==> src/rtl/dfs_pkg.sv <==
// Shared types of the block fetch sequencer.
// Assumes: nothing beyond the standard language.
package dfs_pkg;

    // Class of a request relative to the open row of its bank
    typedef enum logic [1:0] {
        ACC_CLOSED   = 2'd0,
        ACC_HIT      = 2'd1,
        ACC_CONFLICT = 2'd2
    } acc_kind_e;

    // Command sequencer states
    typedef enum logic [2:0] {
        ST_IDLE     = 3'd0,
        ST_RP_WAIT  = 3'd1,
        ST_RCD_WAIT = 3'd2,
        ST_READ     = 3'd3,
        ST_DRAIN    = 3'd4
    } seq_state_e;

endpackage

==> src/rtl/dfs_row_tracker.sv <==
// Per-bank open-row record with combinational lookup.
// Keeps an open flag and a row number for each bank. An update marks a
// bank open on a row; nothing closes a bank except reset, because a
// precharge here is always followed by an activate of the new row.
// Assumes: lk_bank and upd_bank are below NUM_BANKS.
module dfs_row_tracker
    import dfs_pkg::*;
#(
    parameter int NUM_BANKS = 8,
    parameter int ROW_W     = 14,
    parameter int BANK_W    = 3
) (
    input  logic              clk,
    input  logic              rst_n,
    input  logic [BANK_W-1:0] lk_bank,
    input  logic [ROW_W-1:0]  lk_row,
    output acc_kind_e         lk_kind,
    input  logic              upd_en,
    input  logic [BANK_W-1:0] upd_bank,
    input  logic [ROW_W-1:0]  upd_row
);

    logic             open_q [NUM_BANKS];
    logic [ROW_W-1:0] row_q  [NUM_BANKS];

    for (genvar b = 0; b < NUM_BANKS; b++) begin : g_bank
        // Record the row opened in this bank
        always_ff @(posedge clk) begin
            if (!rst_n) begin
                open_q[b] <= 1'b0;
                row_q[b]  <= '0;
            end else if (upd_en && upd_bank == BANK_W'(b)) begin
                open_q[b] <= 1'b1;
                row_q[b]  <= upd_row;
            end
        end
    end

    // Classify the looked-up request against its bank's record
    always_comb begin
        if (!open_q[lk_bank])
            lk_kind = ACC_CLOSED;
        else if (row_q[lk_bank] == lk_row)
            lk_kind = ACC_HIT;
        else
            lk_kind = ACC_CONFLICT;
    end

endmodule

==> src/rtl/dfs_cmd_fsm.sv <==
// Command sequencer for one block fetch.
// On acceptance it issues precharge/activate as the access class demands,
// waits T_RP / T_RCD with a down-counter, then issues N_READS reads spaced
// RD_GAP cycles apart. It holds busy until the data window reports done.
// All command outputs are registered and appear the cycle after decision.
// Assumes: N_READS >= 2, all timing parameters >= 1.
module dfs_cmd_fsm
    import dfs_pkg::*;
#(
    parameter int BANK_W    = 3,
    parameter int ROW_W     = 14,
    parameter int COL_W     = 10,
    parameter int ADDR_W    = 14,
    parameter int T_RP      = 5,
    parameter int T_RCD     = 5,
    parameter int N_READS   = 4,
    parameter int BURST_LEN = 8,
    parameter int RD_GAP    = 4
) (
    input  logic              clk,
    input  logic              rst_n,
    input  logic              req_valid,
    input  logic [BANK_W-1:0] req_bank,
    input  logic [ROW_W-1:0]  req_row,
    input  logic [COL_W-1:0]  req_col,
    input  acc_kind_e         lk_kind,
    input  logic              blk_done,
    output logic              req_ready,
    output logic              cmd_pre,
    output logic              cmd_act,
    output logic              cmd_rd,
    output logic              cmd_last_rd,
    output logic [BANK_W-1:0] cmd_bank,
    output logic [ADDR_W-1:0] cmd_addr
);

    localparam int IDX_W    = $clog2(N_READS);
    localparam int BURST_W  = $clog2(BURST_LEN);
    localparam int BLK_LSB  = IDX_W + BURST_W;
    localparam int MAX_WAIT = (T_RP > T_RCD) ? ((T_RP > RD_GAP) ? T_RP : RD_GAP)
                                             : ((T_RCD > RD_GAP) ? T_RCD : RD_GAP);
    localparam int CNT_W    = $clog2(MAX_WAIT + 1);
    localparam logic [COL_W-1:0] LOW_MASK = COL_W'((1 << BLK_LSB) - 1);

    seq_state_e        state_q;
    logic [CNT_W-1:0]  wait_q;
    logic [IDX_W-1:0]  idx_q;
    logic [ROW_W-1:0]  row_q;
    logic [COL_W-1:0]  colbase_q;

    // Column of read number idx within a block based at base
    function automatic logic [ADDR_W-1:0] rd_col(input logic [COL_W-1:0] base,
                                                 input logic [IDX_W-1:0] idx);
        logic [COL_W-1:0] c;
        c = base | (COL_W'(idx) << BURST_W);
        return ADDR_W'(c);
    endfunction

    assign req_ready = (state_q == ST_IDLE);

    // Advance the sequence and drive registered command strobes
    always_ff @(posedge clk) begin
        if (!rst_n) begin
            state_q     <= ST_IDLE;
            wait_q      <= '0;
            idx_q       <= '0;
            row_q       <= '0;
            colbase_q   <= '0;
            cmd_pre     <= 1'b0;
            cmd_act     <= 1'b0;
            cmd_rd      <= 1'b0;
            cmd_last_rd <= 1'b0;
            cmd_bank    <= '0;
            cmd_addr    <= '0;
        end else begin
            cmd_pre     <= 1'b0;
            cmd_act     <= 1'b0;
            cmd_rd      <= 1'b0;
            cmd_last_rd <= 1'b0;
            unique case (state_q)
                ST_IDLE: begin
                    if (req_valid) begin
                        row_q     <= req_row;
                        colbase_q <= req_col & ~LOW_MASK;
                        cmd_bank  <= req_bank;
                        unique case (lk_kind)
                            ACC_CONFLICT: begin
                                cmd_pre  <= 1'b1;
                                cmd_addr <= '0;
                                wait_q   <= CNT_W'(T_RP - 1);
                                state_q  <= ST_RP_WAIT;
                            end
                            ACC_CLOSED: begin
                                cmd_act  <= 1'b1;
                                cmd_addr <= ADDR_W'(req_row);
                                wait_q   <= CNT_W'(T_RCD - 1);
                                state_q  <= ST_RCD_WAIT;
                            end
                            default: begin
                                cmd_rd   <= 1'b1;
                                cmd_addr <= rd_col(req_col & ~LOW_MASK, '0);
                                idx_q    <= IDX_W'(1);
                                wait_q   <= CNT_W'(RD_GAP - 1);
                                state_q  <= ST_READ;
                            end
                        endcase
                    end
                end
                ST_RP_WAIT: begin
                    if (wait_q == '0) begin
                        cmd_act  <= 1'b1;
                        cmd_addr <= ADDR_W'(row_q);
                        wait_q   <= CNT_W'(T_RCD - 1);
                        state_q  <= ST_RCD_WAIT;
                    end else begin
                        wait_q <= wait_q - 1'b1;
                    end
                end
                ST_RCD_WAIT: begin
                    if (wait_q == '0) begin
                        cmd_rd   <= 1'b1;
                        cmd_addr <= rd_col(colbase_q, '0);
                        idx_q    <= IDX_W'(1);
                        wait_q   <= CNT_W'(RD_GAP - 1);
                        state_q  <= ST_READ;
                    end else begin
                        wait_q <= wait_q - 1'b1;
                    end
                end
                ST_READ: begin
                    if (wait_q == '0) begin
                        cmd_rd   <= 1'b1;
                        cmd_addr <= rd_col(colbase_q, idx_q);
                        if (idx_q == IDX_W'(N_READS - 1)) begin
                            cmd_last_rd <= 1'b1;
                            state_q     <= ST_DRAIN;
                        end else begin
                            idx_q  <= idx_q + 1'b1;
                            wait_q <= CNT_W'(RD_GAP - 1);
                        end
                    end else begin
                        wait_q <= wait_q - 1'b1;
                    end
                end
                ST_DRAIN: begin
                    if (blk_done)
                        state_q <= ST_IDLE;
                end
                default: state_q <= ST_IDLE;
            endcase
        end
    end

endmodule

==> src/rtl/dfs_data_window.sv <==
// Data-valid window and done strobe generator.
// Delays each read strobe by T_CL cycles; each delayed read opens a burst
// of BURST_CYC valid cycles. The done pulse follows the final beat of the
// burst belonging to the read flagged last.
// Assumes: T_CL >= 2, BURST_CYC >= 2, reads no closer than BURST_CYC.
module dfs_data_window #(
    parameter int T_CL      = 5,
    parameter int BURST_CYC = 4
) (
    input  logic clk,
    input  logic rst_n,
    input  logic rd_issue,
    input  logic rd_last,
    output logic data_valid,
    output logic done
);

    localparam int BEAT_W = $clog2(BURST_CYC + 1);

    logic [T_CL-1:0]   rd_pipe_q;
    logic [T_CL-1:0]   last_pipe_q;
    logic [BEAT_W-1:0] beat_q;
    logic              last_q;
    logic              arrive;

    assign arrive     = rd_pipe_q[T_CL-1];
    assign data_valid = arrive || (beat_q != '0);

    // Delay read strobes by the CAS latency
    always_ff @(posedge clk) begin
        if (!rst_n) begin
            rd_pipe_q   <= '0;
            last_pipe_q <= '0;
        end else begin
            rd_pipe_q   <= {rd_pipe_q[T_CL-2:0], rd_issue};
            last_pipe_q <= {last_pipe_q[T_CL-2:0], rd_issue && rd_last};
        end
    end

    // Count remaining beats of the current burst and flag the block end
    always_ff @(posedge clk) begin
        if (!rst_n) begin
            beat_q <= '0;
            last_q <= 1'b0;
            done   <= 1'b0;
        end else begin
            if (arrive)
                beat_q <= BEAT_W'(BURST_CYC - 1);
            else if (beat_q != '0)
                beat_q <= beat_q - 1'b1;
            done <= (beat_q == BEAT_W'(1)) && last_q;
            if (arrive && last_pipe_q[T_CL-1])
                last_q <= 1'b1;
            else if ((beat_q == BEAT_W'(1)) && last_q)
                last_q <= 1'b0;
        end
    end

endmodule

==> src/rtl/dram_blk_fetch_seq.sv <==
// Open-page DRAM block fetch sequencer (top).
// Classifies a block read against the per-bank open-row record, issues
// the matching precharge/activate/read sequence and reports the data
// window and completion. The row record is updated from the issued
// activate strobe.
// Assumes: one request in flight; widths derived from parameters.
module dram_blk_fetch_seq
    import dfs_pkg::*;
#(
    parameter int NUM_BANKS = 8,
    parameter int ROW_W     = 14,
    parameter int COL_W     = 10,
    parameter int T_RP      = 5,
    parameter int T_RCD     = 5,
    parameter int T_CL      = 5,
    parameter int N_READS   = 4,
    parameter int BURST_LEN = 8,
    localparam int BANK_W   = $clog2(NUM_BANKS),
    localparam int ADDR_W   = (ROW_W > COL_W) ? ROW_W : COL_W
) (
    input  logic              clk,
    input  logic              rst_n,
    input  logic              req_valid,
    input  logic [BANK_W-1:0] req_bank,
    input  logic [ROW_W-1:0]  req_row,
    input  logic [COL_W-1:0]  req_col,
    output logic              req_ready,
    output logic              cmd_pre,
    output logic              cmd_act,
    output logic              cmd_rd,
    output logic [BANK_W-1:0] cmd_bank,
    output logic [ADDR_W-1:0] cmd_addr,
    output logic              rd_data_valid,
    output logic              blk_done
);

    localparam int RD_GAP = BURST_LEN / 2;

    acc_kind_e lk_kind;
    logic      cmd_last_rd;

    dfs_row_tracker #(
        .NUM_BANKS (NUM_BANKS),
        .ROW_W     (ROW_W),
        .BANK_W    (BANK_W)
    ) tracker_i (
        .clk      (clk),
        .rst_n    (rst_n),
        .lk_bank  (req_bank),
        .lk_row   (req_row),
        .lk_kind  (lk_kind),
        .upd_en   (cmd_act),
        .upd_bank (cmd_bank),
        .upd_row  (cmd_addr[ROW_W-1:0])
    );

    dfs_cmd_fsm #(
        .BANK_W    (BANK_W),
        .ROW_W     (ROW_W),
        .COL_W     (COL_W),
        .ADDR_W    (ADDR_W),
        .T_RP      (T_RP),
        .T_RCD     (T_RCD),
        .N_READS   (N_READS),
        .BURST_LEN (BURST_LEN),
        .RD_GAP    (RD_GAP)
    ) fsm_i (
        .clk         (clk),
        .rst_n       (rst_n),
        .req_valid   (req_valid),
        .req_bank    (req_bank),
        .req_row     (req_row),
        .req_col     (req_col),
        .lk_kind     (lk_kind),
        .blk_done    (blk_done),
        .req_ready   (req_ready),
        .cmd_pre     (cmd_pre),
        .cmd_act     (cmd_act),
        .cmd_rd      (cmd_rd),
        .cmd_last_rd (cmd_last_rd),
        .cmd_bank    (cmd_bank),
        .cmd_addr    (cmd_addr)
    );

    dfs_data_window #(
        .T_CL      (T_CL),
        .BURST_CYC (RD_GAP)
    ) window_i (
        .clk        (clk),
        .rst_n      (rst_n),
        .rd_issue   (cmd_rd),
        .rd_last    (cmd_last_rd),
        .data_valid (rd_data_valid),
        .done       (blk_done)
    );

endmodule

==> config.mk <==
export PLATFORM = sky130hd
export DESIGN_NAME = dram_blk_fetch_seq
export DESIGN_NICKNAME = d
export VERILOG_FILES = /design/src/rtl/dfs_pkg.sv /design/src/rtl/dfs_row_tracker.sv /design/src/rtl/dfs_cmd_fsm.sv /design/src/rtl/dfs_data_window.sv /design/src/rtl/dram_blk_fetch_seq.sv
export SDC_FILE = /design/constraint.sdc
export NUM_CORES = 1
export LEC_CHECK = 0
export BUFFER_PORTS_ARGS = -buffer_cell sky130_fd_sc_hd__buf_4
export CORE_ASPECT_RATIO = 0.9
export CORE_MARGIN = 2
export CORE_UTILIZATION = 30
export CTS_CLUSTER_DIAMETER = 50
export CTS_CLUSTER_SIZE = 20
export DETAILED_ROUTE_END_ITERATION = 10
export PLACE_DENSITY = 0.51
export SLEW_MARGIN = 30
export SYNTH_ARGS = -nofsm -noshare
export SYNTH_HDL_FRONTEND = slang
export SYNTH_SLANG_ARGS = --single-unit
==> constraint.sdc <==
create_clock -name clk -period 2.6 [get_ports clk]
set_input_delay 0.52 -clock clk [delete_from_list [all_inputs] [get_ports clk]]
set_output_delay 0.52 -clock clk [all_outputs]
set_load 0.005 [all_outputs]
Word-level counts from Yosys, hierarchy flattened
Memory sizes are Yosys's and may differ from the RTL's.
Cells that the tools add are included.
{"block": "classes", "n_mul": 0, "shifts": 0, "eq_ne": 24, "n_div": 0, "n_addsub": 3, "bitwise": 18, "magnitude_cmp": 0, "reduce_logical": 31, "mux": 83}
{"operator": "$mux 14", "n": 12}
{"operator": "$pmux 14 s4", "n": 1}
{"operator": "$mux 1", "n": 42}
{"operator": "$mux 3", "n": 12}
{"operator": "$pmux 14 s2", "n": 1}
{"operator": "$mux 2", "n": 9}
{"operator": "$or 1x1->1", "n": 16}
{"operator": "$eq 3x3->1 const B", "n": 5}
{"operator": "$pmux 3 s5", "n": 1}
{"operator": "$eq 14x14->1", "n": 1}
{"operator": "$eq 3x2->1 const B", "n": 4}
{"operator": "$pmux 3 s4", "n": 1}
{"operator": "$reduce_and 6->1", "n": 2}
{"operator": "$logic_and 1x1->1", "n": 11}
{"operator": "$ne 2x1->1 const B", "n": 5}
{"operator": "$or 10x5->10", "n": 1}
{"operator": "$eq 3x1->1 const B", "n": 3}
{"operator": "$logic_not 3->1", "n": 3}
{"operator": "$reduce_and 3->1", "n": 3}
{"operator": "$ne 2x2->1 const B", "n": 3}
{"operator": "$pmux 2 s3", "n": 1}
{"operator": "$reduce_bool 3->1", "n": 2}
{"operator": "$reduce_or 2->1", "n": 3}
{"operator": "$sub 3x1->3 const B", "n": 2}
{"operator": "12 further kinds", "n": 15}
{"block": "totals", "reg_bits": 63, "ram_bits": 120, "output_inout_bits": 23, "word_cells": 178, "inputBits": 30, "latch_bits": 0, "n_memories": 2, "mem_bits_ro": 0}
{"memory": "tracker_i.row_q", "words": 8, "width": 14, "read_ports": 1, "rd_ports_with_merged_regs": 0, "wr": 8, "line_no": "dfs_row_tracker.sv:24", "text": "logic [ROW_W-1:0] row_q [NUM_BANKS];"}
{"memory": "tracker_i.open_q", "words": 8, "width": 1, "read_ports": 1, "rd_ports_with_merged_regs": 0, "wr": 8, "line_no": "dfs_row_tracker.sv:23", "text": "logic open_q [NUM_BANKS];"}

Depth between registers and ports, before layout
Gate-level depths: netlist (run 1).
An unclocked memory read counts as a cell.
{"block": "depth", "ltp_word": 9, "ltp_mapped": 10, "depth_no_buf": 8}

Hierarchy
A second synthesis (run 1) with hierarchy kept.
{"block": "hier_totals", "hier_cells": 694, "area_unflattened_um2": 8340.5}
{"module": "dfs_row_tracker", "cells_per_inst": 370, "area_each_um2": 5590.4, "seq_area_each_um2": 3593.4, "instances": 1}
{"module": "dfs_cmd_fsm", "cells_per_inst": 278, "area_each_um2": 2232.1, "seq_area_each_um2": 960.9, "instances": 1}
{"module": "dfs_data_window", "cells_per_inst": 46, "area_each_um2": 518.0, "seq_area_each_um2": 300.3, "instances": 1}

Least setup slack after synthesis (run 1)
No wires, ideal clock.
{"block": "synth_timing", "path_type": "input to register", "from": "input port req_bank[2]", "to": "register fsm_i.wait_q[2]", "setup_ns": 0.116, "setup_slack_ns": 0.043, "required_time_ns": 2.484, "arrival_time_ns": 2.440, "stages": 9, "n_path_buf": 2, "path_cell_list": "buf_2 -> buf_2 -> mux4_2 -> mux2i_1 -> xor2_1 -> nand4_1 -> nor4_2 -> nand4_1 -> a41o_1"}
{"block": "synth_via", "elab_chain_cells": 9, "word_cells_on_any_way": 11, "classes_between": "eq/ne (2); mux (5); reduce/logical (2); memory (2)"}
{"item": "from (decl)", "line_no": "dram_blk_fetch_seq.sv:24", "text": "input logic [BANK_W-1:0] req_bank,"}
{"item": "$mem_v2 8x14"}
{"item": "$eq 14x14->1", "line_no": "dfs_row_tracker.sv:43", "text": "else if (row_q[lk_bank] == lk_row)"}
{"item": "$mux 2", "line_no": "dfs_row_tracker.sv:43"}
{"item": "$mux 2 *", "line_no": "dfs_row_tracker.sv:41", "text": "if (!open_q[lk_bank])"}
{"item": "$eq 2x2->1 or $logic_not 2->1 (tied branches)", "line_no": "dfs_cmd_fsm.sv:86", "text": "unique case (lk_kind)"}
{"item": "$reduce_or 2->1 (no line) *"}
{"item": "$mux 3 *", "line_no": "dfs_cmd_fsm.sv:86"}
{"item": "$mux 3 *", "line_no": "dfs_cmd_fsm.sv:82", "text": "if (req_valid) begin"}
{"item": "$pmux 3 s4 *", "line_no": "dfs_cmd_fsm.sv:80", "text": "unique case (state_q)"}
{"item": "to (signal assigned)", "line_no": "dfs_cmd_fsm.sv:90", "text": "wait_q <= CNT_W'(T_RP - 1);"}
{"item": "to (signal assigned)", "line_no": "dfs_cmd_fsm.sv:96", "text": "wait_q <= CNT_W'(T_RCD - 1);"}
{"item": "to (signal assigned)", "line_no": "dfs_cmd_fsm.sv:103", "text": "wait_q <= CNT_W'(RD_GAP - 1);"}
{"item": "to (decl)", "line_no": "dfs_cmd_fsm.sv:46", "text": "logic [CNT_W-1:0] wait_q;"}
Mark *: on every way between the ends. The rest lies on a longest branch, timed or not. The select of a mux whose other input is x is not followed.
A chain may end at the register's enable or synchronous reset.

Final worst setup path (run 1)
{"block": "layout_timing", "from": "memory tracker_i.row_q[7][11]", "to": "register fsm_i.idx_q[0]"}
{"block": "layout_via", "elab_chain_cells": 8, "word_cells_on_any_way": 9, "classes_between": "eq/ne (3); mux (2); reduce/logical (3); memory (1)"}
{"item": "from (decl)", "line_no": "dfs_row_tracker.sv:24"}
{"item": "$mem_v2 8x14 *"}
{"item": "$eq 14x14->1 *", "line_no": "dfs_row_tracker.sv:43"}
{"item": "$mux 2 *", "line_no": "dfs_row_tracker.sv:43"}
{"item": "$mux 2 *", "line_no": "dfs_row_tracker.sv:41"}
{"item": "$eq 2x2->1 or $logic_not 2->1 (tied branches)", "line_no": "dfs_cmd_fsm.sv:86"}
{"item": "$reduce_or 2->1 (no line) *"}
{"item": "$ne 2x2->1 (no line) *"}
{"item": "$reduce_and 6->1 (no line) *"}
{"item": "to (signal assigned)", "line_no": "dfs_cmd_fsm.sv:138", "text": "idx_q <= idx_q + 1'b1;"}
{"item": "to (decl)", "line_no": "dfs_cmd_fsm.sv:47", "text": "logic [IDX_W-1:0] idx_q;"}
Mark *: on every way between the ends. The rest lies on a longest branch, timed or not.

==> results by group, run 1 <==
Setup path
  • Worst setup path startpoint: tracker_i.row_q[7][11]
  • CP max-delay cell: sky130_fd_sc_hd__mux4_2
  • Delay of the slowest cell on the worst path: 0.49 ns
  • Worst Setup EP: fsm_i.idx_q[0]
  • Maximum net fanout on the critical path: 4
  • Startpoint-to-endpoint class of the critical path: flip-flop to flip-flop
  • RR Startpoint: tracker_i.row_q[7][11]
  • Setup slack of the worst register-to-register path: 0.15 ns
  • Crit-path cells: mux4_2 > mux2i_1 > buf_4 > xor2_2 > nand3_1 > nor4_2 > and3_2 > nand2_1 > o311ai_1
  • Worst Setup Start Kind: flip-flop
  • Capturing point of the worst reg2reg path: fsm_i.idx_q[0]
  • Worst Setup End Kind: flip-flop
  • Arrival time at the worst endpoint: 2.79 ns
  • R2R cell count: 9
  • Worst EP required: 2.94 ns

Status
  • Status: completed

Place
  • Post-DP HPWL: 14300 um
  • Number of port buffers: 47
  • Global placer's final weighted congestion: 0.790
  • Placement-stage worst setup slack: -0.435 ns

Final layout
  • Final net count: 802
  • Growth of design area from synthesis to finish: 19.9%
  • Fraction of layout instances using a drive strength above 1: 0.222
  • Fill cells: 2603
  • Number of antenna cells inserted: 0

Yosys
  • Synthesized area: 8270 sq um
  • Ys Warns: 0
  • Synthesis-stage register bit count: 183
  • Post-synthesis instance total: 693
  • Sequential-to-total area share from yosys stat: 0.587
  • Prevailing post-synth register cell: sky130_fd_sc_hd__edfxtp_1
  • Share of cell area taken by muxes after synthesis: 0.0928
  • Synth Area in Compound Gates: 0.0990
  • Largest family of logic cells by synthesized area: simple AND/OR/NAND/NOR gates
  • Parity-gate share of the synthesized area counting xor and xnor cells: 0.0148
  • Number of different library cells in the post-synthesis netlist: 51
  • Post-synthesis adder-cell area fraction: 0.00908
  • Synthesized Nets: between 700 and 800
  • Avg Inst Size Synth: 11.9 sq um
  • Number of enable flip-flop cells after synthesis: 119
  • Simple logic cell fraction of the synthesized area: 0.170
  • Share of flip-flops with an asynchronous set or reset: 0

Timing
  • Post-route worst setup slack: 0.151 ns
  • Fin Hold WS: 0.356 ns
  • Tightest Pin Transition: 0.867 ns
  • Number of max-slew violations in the final report: 0
  • Worst clock skew on the final layout: 0.0117 ns
  • Max-Slew Margin vs Limit: 0.420
  • Setup repair after global routing missed its margin: yes
  • Fmax: 0.408 GHz
  • Final number of hold-violating endpoints: 0
  • Final min period: 2.45 ns
  • Fin crit share: 0.942
  • Final setup viols: 0

Global routing
  • First-pass GRT wire length: 33200 um
  • Global route overflow: 0
  • Pin count of the biggest net entering global routing: 50
  • Number of antenna violations at the first check in global routing: 0
  • Gr usage total: 0.156
  • Number of global-route vias before repair: 5430

Power and ir drop
  • Leakage dissipation: 3.93 nW
  • Total power of the final layout: ~7.6 mW
  • Power density normalized to cell area: ~760 nW/um^2
  • Peak supply drop: 424 uV

Clock network
  • Deepest clock path buffer count: 2
  • Number of hold buffers added after cts: 0
  • CTS tree: done
  • Max H-tree Level: 4
  • Source-to-sink clock delay at the later pin of the worst-skew pair: 0.44 ns
  • Total CTS buffers: 17
  • Clock transition at the registers of the reported paths: approximately 0.07 ns
  • Master cell of the clock root buffer: sky130_fd_sc_hd__clkbuf_16
  • Clock sinks: 183
  • Post-CTS Setup Bufs: 0

Floorplan
  • Top Ports: 53
  • Starting Density: 0.306
  • Core ar.: 27000 sq um
  • Number of core rows: 57
  • Die W: between 150 and 200 um
  • DIE HEIGHT: 161 um
  • Area enclosed by the die boundary: approximately 29000 sq um

Drt
  • Drt drc: 0
  • Wire length after detailed routing: around 21000 um
  • DRT antenna net count: 0
  • Violation count after the first detailed-routing iteration: 426
  • Routed length per placed instance: 18.9 um
  • Number of detailed-routing iterations run before antenna repair: 5
  • Via count: between 5000 and 6000
  • Via count normalized by instance count: 4.75

Job
  • Max Cap Viol: 0

Worst hold path
  • Worst min-delay path class: primary input to flip-flop
-- Yosys cell counts, types with 12 or more instances --
library cell / number / area share
sky130_fd_sc_hd__o21ai_0: 13 / 0.0079
sky130_fd_sc_hd__xor2_1: 12 / 0.013
sky130_fd_sc_hd__clkbuf_1: 28 / 0.013
sky130_fd_sc_hd__nor2_1: 28 / 0.013
sky130_fd_sc_hd__inv_1: 13 / 0.0059
sky130_fd_sc_hd__mux2_2: 17 / 0.023
sky130_fd_sc_hd__and2_1: 122 / 0.092
sky130_fd_sc_hd__mux4_2: 14 / 0.038
sky130_fd_sc_hd__a22oi_1: 13 / 0.012
sky130_fd_sc_hd__o211a_1: 13 / 0.016
sky130_fd_sc_hd__edfxtp_1: 119 / 0.43
sky130_fd_sc_hd__nand2_1: 76 / 0.035
sky130_fd_sc_hd__a21boi_0: 23 / 0.021
sky130_fd_sc_hd__mux2i_1: 26 / 0.031
sky130_fd_sc_hd__dfxtp_1: 64 / 0.16
-- what timing repair did --
action / in CTS / in global routing
resized for setup: 0 / 13
endpoints found under the setup margin: 0 / 11
hold endpoints to repair: 0 / 0
-- state kept, by name, indices dropped and copies added (netlist names), 3 cells and up --
| name | count |
|---|---|
| window_i.last_pipe_q | 5 |
| fsm_i.cmd_addr | 14 |
| tracker_i.row_q | 112 |
| fsm_i.cmd_bank | 3 |
| fsm_i.colbase_q | 5 |
| fsm_i.wait_q | 3 |
| window_i.rd_pipe_q | 5 |
| fsm_i.row_q | 14 |
| window_i.beat_q | 3 |
| fsm_i.state_q | 3 |
| tracker_i.open_q | 8 |
-- cells by family (layout without fill, tap and decap cells) --
kind of cell | after synthesis | after routing
AND/OR/NAND/NOR | 267 | 267
flip-flops | 183 | 183
AO/OA/AOI/OAI | 112 | 112
multiplexers | 57 | 57
buffers and inverters | 54 | 140
XOR/XNOR | 14 | 14
adder cells (fa/ha/maj) | 6 | 6
-- routing by layer --
| layer | up-vias | GRT usage | wire length (um) |
|---|---|---|---|
| li1 | 2624 | - | - |
| met1 | 2649 | 0.224 | 10300 |
| met2 | 95 | 0.240 | 9850 |
| met3 | 16 | 0.0294 | 1040 |
| met4 | 0 | 0.0407 | 197 |
| met5 | - | 0 | 0 |
-- power by group --
part | switching (mW) | leakage (nW) | internal [mW]
combinational | 0.762 | 1.87 | 0.634
sequential | 0.276 | 1.76 | 3.34
clock | 1.13 | 0.299 | 1.42
total | 2.17 | 3.93 | 5.39
-- worst max-delay path, delay by kind of cell, from the launching register on --
family / cells / cell delay [ns]
AND/OR/NAND/NOR: 4 / 0.76
multiplexers: 2 / 0.63
flip-flops: 1 / 0.38
AO/OA/AOI/OAI: 1 / 0.27
XOR/XNOR: 1 / 0.16
buffers and inverters: 1 / 0.14
-- layout by cell type, fill, tap and decap left out, types with 9 or more instances in the layout --
| master | count |
|---|---|
| sky130_fd_sc_hd__clkbuf_16 | 18 |
| sky130_fd_sc_hd__dfxtp_1 | 64 |
| sky130_fd_sc_hd__inv_1 | 15 |
| sky130_fd_sc_hd__a22oi_1 | 13 |
| sky130_fd_sc_hd__xor2_1 | 11 |
| sky130_fd_sc_hd__edfxtp_1 | 119 |
| sky130_fd_sc_hd__nand2_1 | 75 |
| sky130_fd_sc_hd__and2_1 | 122 |
| sky130_fd_sc_hd__nand3_1 | 9 |
| sky130_fd_sc_hd__o211a_1 | 13 |
| sky130_fd_sc_hd__mux2i_1 | 25 |
| sky130_fd_sc_hd__mux2_2 | 17 |
| sky130_fd_sc_hd__buf_4 | 90 |
| sky130_fd_sc_hd__a21boi_0 | 23 |
| sky130_fd_sc_hd__o21ai_1 | 9 |
| sky130_fd_sc_hd__nor2_1 | 27 |
| sky130_fd_sc_hd__mux4_2 | 14 |
-- worst min path at each step --
stage,start,cells after the start,to
final,req_col[9],3,fsm_i.colbase_q[9]
after global routing,req_col[9],3,fsm_i.colbase_q[9]
after CTS,req_col[9],3,fsm_i.colbase_q[9]
after detailed placement,window_i.rd_pipe_q[0],1,window_i.rd_pipe_q[1]
after global placement,window_i.rd_pipe_q[2],1,window_i.rd_pipe_q[3]
after floorplan,window_i.last_q,2,window_i.done
-- area by class of cell --
cell class                 count  area (sq um)  share of cell area
multi-input combinational    456          3240               0.327
clock inverter                12          97.6             0.00985
sequential                   183          4850               0.490
tap                          354           443              0.0447
clock buffer                  20           478              0.0482
timing repair buffer          95           749              0.0756
inverter                      13          48.8             0.00492
-- metrics by stage --
| step | instances | TNS (ns) | utilization | instance area [sq um] |
|---|---|---|---|---|
| 2_1_floorplan | 693 | 0 | - | 8270 |
| 3_3_place_gp | 1101 | -4.64 | 0.343 | 9280 |
| 3_5_place_dp | 1101 | -4.43 | 0.343 | 9280 |
| 4_1_cts | 1133 | 0 | 0.365 | 9860 |
| 5_1_grt | 1133 | -0.00275 | 0.367 | 9910 |
| 6_report | 1133 | 0 | 0.367 | 9910 |
Power figures use the tool's default switching activity.
==> run 2: changes to the inputs <==
==> constraint.sdc (replaced) <==
create_clock -name clk -period 2.6 [get_ports clk]
set_input_delay 0.26 -clock clk [delete_from_list [all_inputs] [get_ports clk]]
set_output_delay 0.26 -clock clk [all_outputs]
set_load 0.005 [all_outputs]
==> run 2 against run 1 <==
Net effect:
- clock power up 7%
- flip-flop and latch count is the same
- count of clock-buffer cells in the layout is 1 higher
- via count is 1.3% higher
- global-route usage fell by 0.41 points
- critical path type unchanged
==> results by group, run 2 (synthesized netlist as in run 1, its figures left out) <==
Clock network
  • Source-to-sink clock delay at the later pin of the worst-skew pair: 0.43 ns (was 0.44 ns)
  • Master cell of the clock root buffer: sky130_fd_sc_hd__clkbuf_16 (unchanged)
  • CTS tree: done (unchanged)
  • Clock sinks: 183 (unchanged)
  • Deepest clock path buffer count: 2 (unchanged)
  • Total CTS buffers: 17 (unchanged)
  • Max H-tree Level: 4 (unchanged)
  • Clock transition at the registers of the reported paths: 0.07 ns (about the same)

Setup path
  • Maximum net fanout on the critical path: 4 (unchanged)
  • Arrival time at the worst endpoint: 2.80 ns (was 2.79 ns)
  • Startpoint-to-endpoint class of the critical path: flip-flop to flip-flop (unchanged)
  • Worst Setup End Kind: flip-flop (unchanged)
  • Worst Setup Start Kind: flip-flop (unchanged)
  • Worst EP required: 2.94 ns (about the same)

Place
  • Placed inst area: 9370 sq um (was 9280 sq um)
  • Global placer's final weighted congestion: 0.787 (was 0.790)
  • Post-DP HPWL: 14800 um (was 14300 um)
  • Cell Count Post-Placement: 1109 (was 1101)
  • Placement-stage worst setup slack: -0.283 ns (was -0.435 ns)
  • Number of port buffers: 47 (unchanged)

Power and ir drop
  • Portion of total power attributed to combinational logic: 0.180 (was 0.185)
  • Peak supply drop: 412 uV (was 424 uV)
  • Sequential cell fraction of total power: 0.468 (was 0.478)
  • Power density normalized to cell area: 770 nW/um^2 (was 763 nW/um^2)
  • Fraction of power spent switching nets: 0.283 (was 0.287)
  • Internal power contribution: 5.56 mW (was 5.39 mW)
  • Leakage dissipation: 4.00 nW (was 3.93 nW)
  • Total power of the final layout: 7.75 mW (was 7.56 mW)
  • Psw: 2.19 mW (was 2.17 mW)
  • Clock power frac: 0.352 (was 0.338)

Global routing
  • Gr usage total: 0.152 (was 0.156)
  • First-pass GRT wire length: 32600 um (was 33200 um)
  • Pin count of the biggest net entering global routing: 63 (was 50)
  • Global route overflow: 0 (unchanged)
  • Number of global-route vias before repair: 5451 (was 5430)
  • Number of antenna violations at the first check in global routing: 0 (unchanged)

Final layout
  • Final net count: 810 (was 802)
  • Final cell count without fillers: 1143 (was 1133)
  • Biggest registers after layout: tracker_i.row_q x112, fsm_i.cmd_addr x14, fsm_i.row_q x14 (unchanged)
  • Register with the highest flop count: tracker_i.row_q (unchanged)
  • Final standard cell area without fillers: 10100 sq um (was 9910 sq um)
  • Final core utilization: 0.372 (was 0.367)
  • Fill cells: 2630 (was 2603)
  • Most common cell after layout, fill and taps aside: sky130_fd_sc_hd__and2_1 (unchanged)
  • Fraction of layout instances using a drive strength above 1: 0.230 (was 0.222)
  • Growth of design area from synthesis to finish: 21.8% (was 19.9%)
  • Max reg flops: 112 (unchanged)
  • Footprint of the multi-input gates: 3250 sq um (was 3240 sq um)
  • Leading cell types in the layout, fill and taps excluded: sky130_fd_sc_hd__and2_1 (122), sky130_fd_sc_hd__edfxtp_1 (119), sky130_fd_sc_hd__buf_4 (98) (was sky130_fd_sc_hd__and2_1 (122), sky130_fd_sc_hd__edfxtp_1 (119), sky130_fd_sc_hd__buf_4 (90))
  • Reg area: 4850 sq um (unchanged)

Floorplan
  • DIE HEIGHT: 161 um (unchanged)
  • Starting Density: 0.306 (unchanged)
  • Number of core rows: 57 (unchanged)
  • Core ar.: 27000 sq um (unchanged)
  • Area enclosed by the die boundary: 28900 sq um (unchanged)
  • Top Ports: 53 (unchanged)
  • Die W: 179 um (unchanged)

Job
  • Max Cap Viol: 0 (unchanged)

Drt
  • Met3 routed WL: 792 um (was 1040 um)
  • Routed length per placed instance: 18.3 um (was 18.9 um)
  • Via count normalized by instance count: 4.77 (was 4.75)
  • Uppermost layer routed: met4 (unchanged)
  • Number of detailed-routing iterations run before antenna repair: 5 (unchanged)
  • Drt drc: 0 (unchanged)
  • Via count: 5453 (was 5384)
  • Routed length on met1: 10200 um (was 10300 um)
  • DRT antenna net count: 0 (unchanged)
  • Met2 routed wirelength: 9680 um (was 9850 um)
  • Wire length after detailed routing: 20900 um (was 21400 um)
  • Violation count after the first detailed-routing iteration: 366 (was 426)

Timing
  • Fin Hold WS: 0.0955 ns (was 0.356 ns)
  • Worst clock skew on the final layout: 0.00663 ns (was 0.0117 ns)
  • Setup repair after global routing missed its margin: yes (unchanged)
  • Fmax: 0.407 GHz (was 0.408 GHz)
  • Tightest Pin Transition: 0.682 ns (was 0.867 ns)
  • Final number of hold-violating endpoints: 0 (unchanged)
  • Number of max-slew violations in the final report: 0 (unchanged)
  • Fin crit share: 0.945 (was 0.942)
  • Max-Slew Margin vs Limit: 0.544 (was 0.420)
  • Setup total negative slack: 0 ns (unchanged)
  • Post-route worst setup slack: 0.144 ns (was 0.151 ns)
  • Final min period: 2.46 ns (was 2.45 ns)
  • Final setup viols: 0 (unchanged)

Status
  • Status: completed (unchanged)

Worst hold path
  • Worst min-delay path class: primary input to flip-flop (unchanged)
[run 2: changes by cell type in the layout (fill, tap and decap cells not counted), moves of 2 or more]
cell                        previous run  this run
sky130_fd_sc_hd__inv_1                15        13
sky130_fd_sc_hd__inv_6                 1         3
sky130_fd_sc_hd__diode_2               0         2
sky130_fd_sc_hd__buf_4                90        98
sky130_fd_sc_hd__inv_4                 3         0
sky130_fd_sc_hd__clkbuf_16            18        20
sky130_fd_sc_hd__buf_6                 3         1
sky130_fd_sc_hd__nor4_2                2         0
sky130_fd_sc_hd__buf_12                2         4
[run 2: worst paths after layout]
| kind | start | to | slack (ns) | depth (start not counted) |
|---|---|---|---|---|
| worst min-delay path | req_col[8] | fsm_i.colbase_q[8] | 0.1 | 3 |
| worst min register to register | window_i.last_pipe_q[0] | window_i.last_pipe_q[1] | 0.43 | 1 |
| worst max-delay path | tracker_i.row_q[1][0] | fsm_i.idx_q[0] | 0.14 | 9 |
| worst max register to register | tracker_i.row_q[1][0] | fsm_i.idx_q[0] | 0.14 | 9 |
[run 2: area by class of cell]
class,count,area share
Timing Repair Buffer,103,0.0821
Clock buffer,21,0.0511
Sequential cell,183,0.482
Antenna cell,2,0.000497
Multi-Input combinational cell,456,0.323
Clock inverter,11,0.0121
Tap cell,354,0.0440
Inverter,13,0.00485
[run 2: power groups by stage]
stage | clock, mW | combinational, mW | sequential (mW)
after floorplan | 0 | 0.842 | 3.56
after global routing | 2.90 | 1.56 | 3.68
final | 2.73 | 1.39 | 3.63
after detailed placement | 0 | 1.39 | 3.70
after global placement | 0 | 1.38 | 3.70
after CTS | 2.80 | 1.39 | 3.64
[run 2: routing by layer]
metal | vias to the layer above | global-route usage
met4 | 0 | 0.0443
met2 | 93 | 0.236
li1 | 2647 | -
met3 | 16 | 0.0247
met5 | - | 0
met1 | 2697 | 0.217
[run 2: timing repair]
action,in CTS,in global routing
pin swaps,1,1
setup buffers,0,0
gates resized for setup,2,9
endpoints found under the setup margin,11,10
hold buffers,0,0
[run 2: worst max-delay path: stages, from the launching register on]
cell                       delay [ns]
sky130_fd_sc_hd__edfxtp_1        0.40
sky130_fd_sc_hd__mux4_2          0.50
sky130_fd_sc_hd__mux2i_4         0.19
sky130_fd_sc_hd__xor2_1          0.17
sky130_fd_sc_hd__buf_4           0.15
sky130_fd_sc_hd__nand4_1         0.16
sky130_fd_sc_hd__nor4_4          0.21
sky130_fd_sc_hd__and3_4          0.27
sky130_fd_sc_hd__nand2_2         0.07
sky130_fd_sc_hd__o311ai_2        0.25
==> run 3: changes to the inputs <==
- CORE_MARGIN: 2 -> 1
==> run 3 against run 2 <==
Net effect:
- sequential share of layout area is 0.92 points higher
- cell area shrank 1.9%
- total power shrank 2.6%
- die area is 2.3% lower
- highest routed layer unchanged
- critical path type unchanged
- largest power group unchanged
- maximum frequency increased by 1.7%
- clock power down 7%
- via count shrank 2.7%
- flip-flop and latch count is the same
- non-clock buffer count shrank 12
- first-iteration DRC count up 14%
- sequential power is essentially flat
==> results by group, run 3 (synthesized netlist as in run 1, its figures left out) <==
Setup path
  • R2R cell count: 10 (was 9)
  • Capturing point of the worst reg2reg path: fsm_i.cmd_addr[5] (was fsm_i.idx_q[0])
  • Worst Setup Start Kind: flip-flop (unchanged)
  • Worst Setup EP: fsm_i.cmd_addr[5] (was fsm_i.idx_q[0])
  • Setup slack of the worst register-to-register path: 0.19 ns (was 0.14 ns)
  • Worst Setup End Kind: flip-flop (unchanged)
  • Crit-path cells: mux4_2 > mux2i_1 > buf_4 > xor2_2 > nand3_1 > nor4_2 > nand4_1 > buf_6 > o21ai_1 > o211a_1 (was mux4_2 > mux2i_4 > xor2_1 > buf_4 > nand4_1 > nor4_4 > and3_4 > nand2_2 > o311ai_2)
  • CP max-delay cell: sky130_fd_sc_hd__mux4_2 (unchanged)
  • Startpoint-to-endpoint class of the critical path: flip-flop to flip-flop (unchanged)
  • Delay of the slowest cell on the worst path: 0.48 ns (was 0.50 ns)
  • Worst setup path startpoint: tracker_i.row_q[6][11] (was tracker_i.row_q[1][0])
  • Worst EP required: 2.97 ns (was 2.94 ns)
  • Maximum net fanout on the critical path: 8 (was 4)
  • Arrival time at the worst endpoint: 2.78 ns (was 2.80 ns)
  • RR Startpoint: tracker_i.row_q[6][11] (was tracker_i.row_q[1][0])

Clock network
  • Number of hold buffers added after cts: 0 (unchanged)
  • Clock sinks: 183 (unchanged)
  • Post-CTS Setup Bufs: 0 (unchanged)
  • Max H-tree Level: 4 (unchanged)
  • PostCTS Resize Cnt: 0 (was 2)
  • Clock transition at the registers of the reported paths: 0.07 ns (about the same)
  • Deepest clock path buffer count: 2 (unchanged)
  • Total CTS buffers: 17 (unchanged)
  • CTS tree: done (unchanged)
  • Source-to-sink clock delay at the later pin of the worst-skew pair: 0.43 ns (about the same)
  • Master cell of the clock root buffer: sky130_fd_sc_hd__clkbuf_16 (unchanged)

Floorplan
  • Starting Density: 0.306 (unchanged)
  • Core ar.: 27000 sq um (unchanged)
  • Die W: 177 um (was 179 um)
  • Area enclosed by the die boundary: 28200 sq um (was 28900 sq um)
  • Top Ports: 53 (unchanged)
  • Number of core rows: 57 (unchanged)
  • DIE HEIGHT: 159 um (was 161 um)

Final layout
  • Fill cells: 2597 (was 2630)
  • Register with the highest flop count: tracker_i.row_q (unchanged)
  • Number of antenna cells inserted: 0 (was 2)
  • Leading cell types in the layout, fill and taps excluded: sky130_fd_sc_hd__and2_1 (122), sky130_fd_sc_hd__edfxtp_1 (119), sky130_fd_sc_hd__buf_4 (87) (was sky130_fd_sc_hd__and2_1 (122), sky130_fd_sc_hd__edfxtp_1 (119), sky130_fd_sc_hd__buf_4 (98))
  • Final net count: 798 (was 810)
  • Growth of design area from synthesis to finish: 19.5% (was 21.8%)
  • Fraction of layout instances using a drive strength above 1: 0.217 (was 0.230)
  • Final cell count without fillers: 1129 (was 1143)
  • Most common cell after layout, fill and taps aside: sky130_fd_sc_hd__and2_1 (unchanged)
  • Biggest registers after layout: tracker_i.row_q x112, fsm_i.cmd_addr x14, fsm_i.row_q x14 (unchanged)
  • Max reg flops: 112 (unchanged)

Global routing
  • Number of antenna violations at the first check in global routing: 0 (unchanged)
  • Global route overflow: 0 (unchanged)
  • First-pass GRT wire length: 32700 um (was 32600 um)
  • Number of global-route vias before repair: 5327 (was 5451)
  • Gr usage total: 0.157 (was 0.152)
  • Pin count of the biggest net entering global routing: 72 (was 63)

Drt
  • Number of detailed-routing iterations run before antenna repair: 5 (unchanged)
  • DRT antenna net count: 0 (unchanged)
  • Wire length after detailed routing: 21200 um (was 20900 um)
  • Violation count after the first detailed-routing iteration: 418 (was 366)
  • Drt drc: 0 (unchanged)
  • Routed length per placed instance: 18.8 um (was 18.3 um)
  • Via count: 5307 (was 5453)
  • Via count normalized by instance count: 4.70 (was 4.77)

Place
  • Global placer's final weighted congestion: 0.760 (was 0.787)
  • Cell Count Post-Placement: 1097 (was 1109)
  • Number of port buffers: 47 (unchanged)
  • Post-DP HPWL: 14200 um (was 14800 um)

Timing
  • Worst clock skew on the final layout: 0.0117 ns (was 0.00663 ns)
  • Number of max-slew violations in the final report: 0 (unchanged)
  • Final number of hold-violating endpoints: 0 (unchanged)
  • Setup repair after global routing missed its margin: no (was yes)
  • Fin crit share: 0.929 (was 0.945)
  • Final setup viols: 0 (unchanged)
  • Fmax: 0.414 GHz (was 0.407 GHz)
  • Final min period: 2.41 ns (was 2.46 ns)
  • Fin Hold WS: 0.101 ns (was 0.0955 ns)
  • Max-Slew Margin vs Limit: 0.515 (was 0.544)
  • Tightest Pin Transition: 0.727 ns (was 0.682 ns)

Status
  • Status: completed (unchanged)

Power and ir drop
  • Peak supply drop: 367 uV (was 412 uV)
  • Portion of total power attributed to combinational logic: 0.183 (was 0.180)
  • Internal power contribution: 5.34 mW (was 5.56 mW)
  • Psw: 2.21 mW (was 2.19 mW)
  • Leakage dissipation: 3.89 nW (was 4.00 nW)
  • Clock power frac: 0.336 (was 0.352)
  • Sequential cell fraction of total power: 0.481 (was 0.468)
  • Power density normalized to cell area: 764 nW/um^2 (was 770 nW/um^2)
  • Fraction of power spent switching nets: 0.293 (was 0.283)

Worst hold path
  • Worst min-delay path class: primary input to flip-flop (unchanged)

Job
  • Max Cap Viol: 0 (unchanged)
==> run 3: metal layers <==
layer	track usage	wire, um	part of all wire
met1	0.229	10600	0.50
met2	0.236	9530	0.45
met3	0.0289	861	0.041
met4	0.0408	205	0.0097
met5	0	0	0
==> run 3: final cells by class <==
type / instances / area (sq um) / share of cell area
clock buffer: 21 / 492 / 0.0498
tap: 354 / 443 / 0.0448
clock inverter: 11 / 86.3 / 0.00874
multi-input combinational: 456 / 3230 / 0.327
sequential: 183 / 4850 / 0.491
inverter: 13 / 48.8 / 0.00494
timing repair buffer: 91 / 724 / 0.0733
==> run 3: worst max-delay path: cells and delay by family (launching register included) <==
kind,cells,cell delay (ns)
xor gates and xnor gates,1,0.15
buffers and inverters,2,0.33
DFF,1,0.39
muxes,2,0.63
AOI/OAI and AO/OA,2,0.27
and+or+nand+nor,3,0.59
==> run 3: power by group through the flow <==
stage / combinational [mW] / sequential (mW) / clock (mW)
after floorplan: 0.842 / 3.56 / 0
after global placement: 1.38 / 3.70 / 0
after detailed placement: 1.38 / 3.70 / 0
after CTS: 1.39 / 3.64 / 2.60
after global routing: 1.54 / 3.67 / 2.71
final: 1.38 / 3.63 / 2.54
==> run 3: worst min-delay path by stage <==
stage	cells after the start	slack, ns	from	endpoint
after floorplan	2	0.40	req_col[5]	fsm_i.colbase_q[5]
final	3	0.10	req_col[9]	fsm_i.colbase_q[9]
after detailed placement	1	0.42	window_i.rd_pipe_q[2]	window_i.rd_pipe_q[3]
after CTS	3	0.09	req_col[9]	fsm_i.colbase_q[9]
after global routing	3	0.11	req_col[9]	fsm_i.colbase_q[9]
after global placement	1	0.41	window_i.rd_pipe_q[3]	window_i.rd_pipe_q[4]
==> run 3: stage by stage <==
step	util	power [mW]	setup slack, ns	setup TNS, ns	cell area, sq um
after floorplan	-	4.40	0.303	0	8270
after global placement	0.343	5.08	-0.181	-1.22	9270
after detailed placement	0.343	5.09	-0.215	-1.51	9270
after CTS	0.364	7.63	0.0747	0	9850
after global routing	0.366	7.92	0.00834	0	9880
final	0.366	7.55	0.185	0	9880
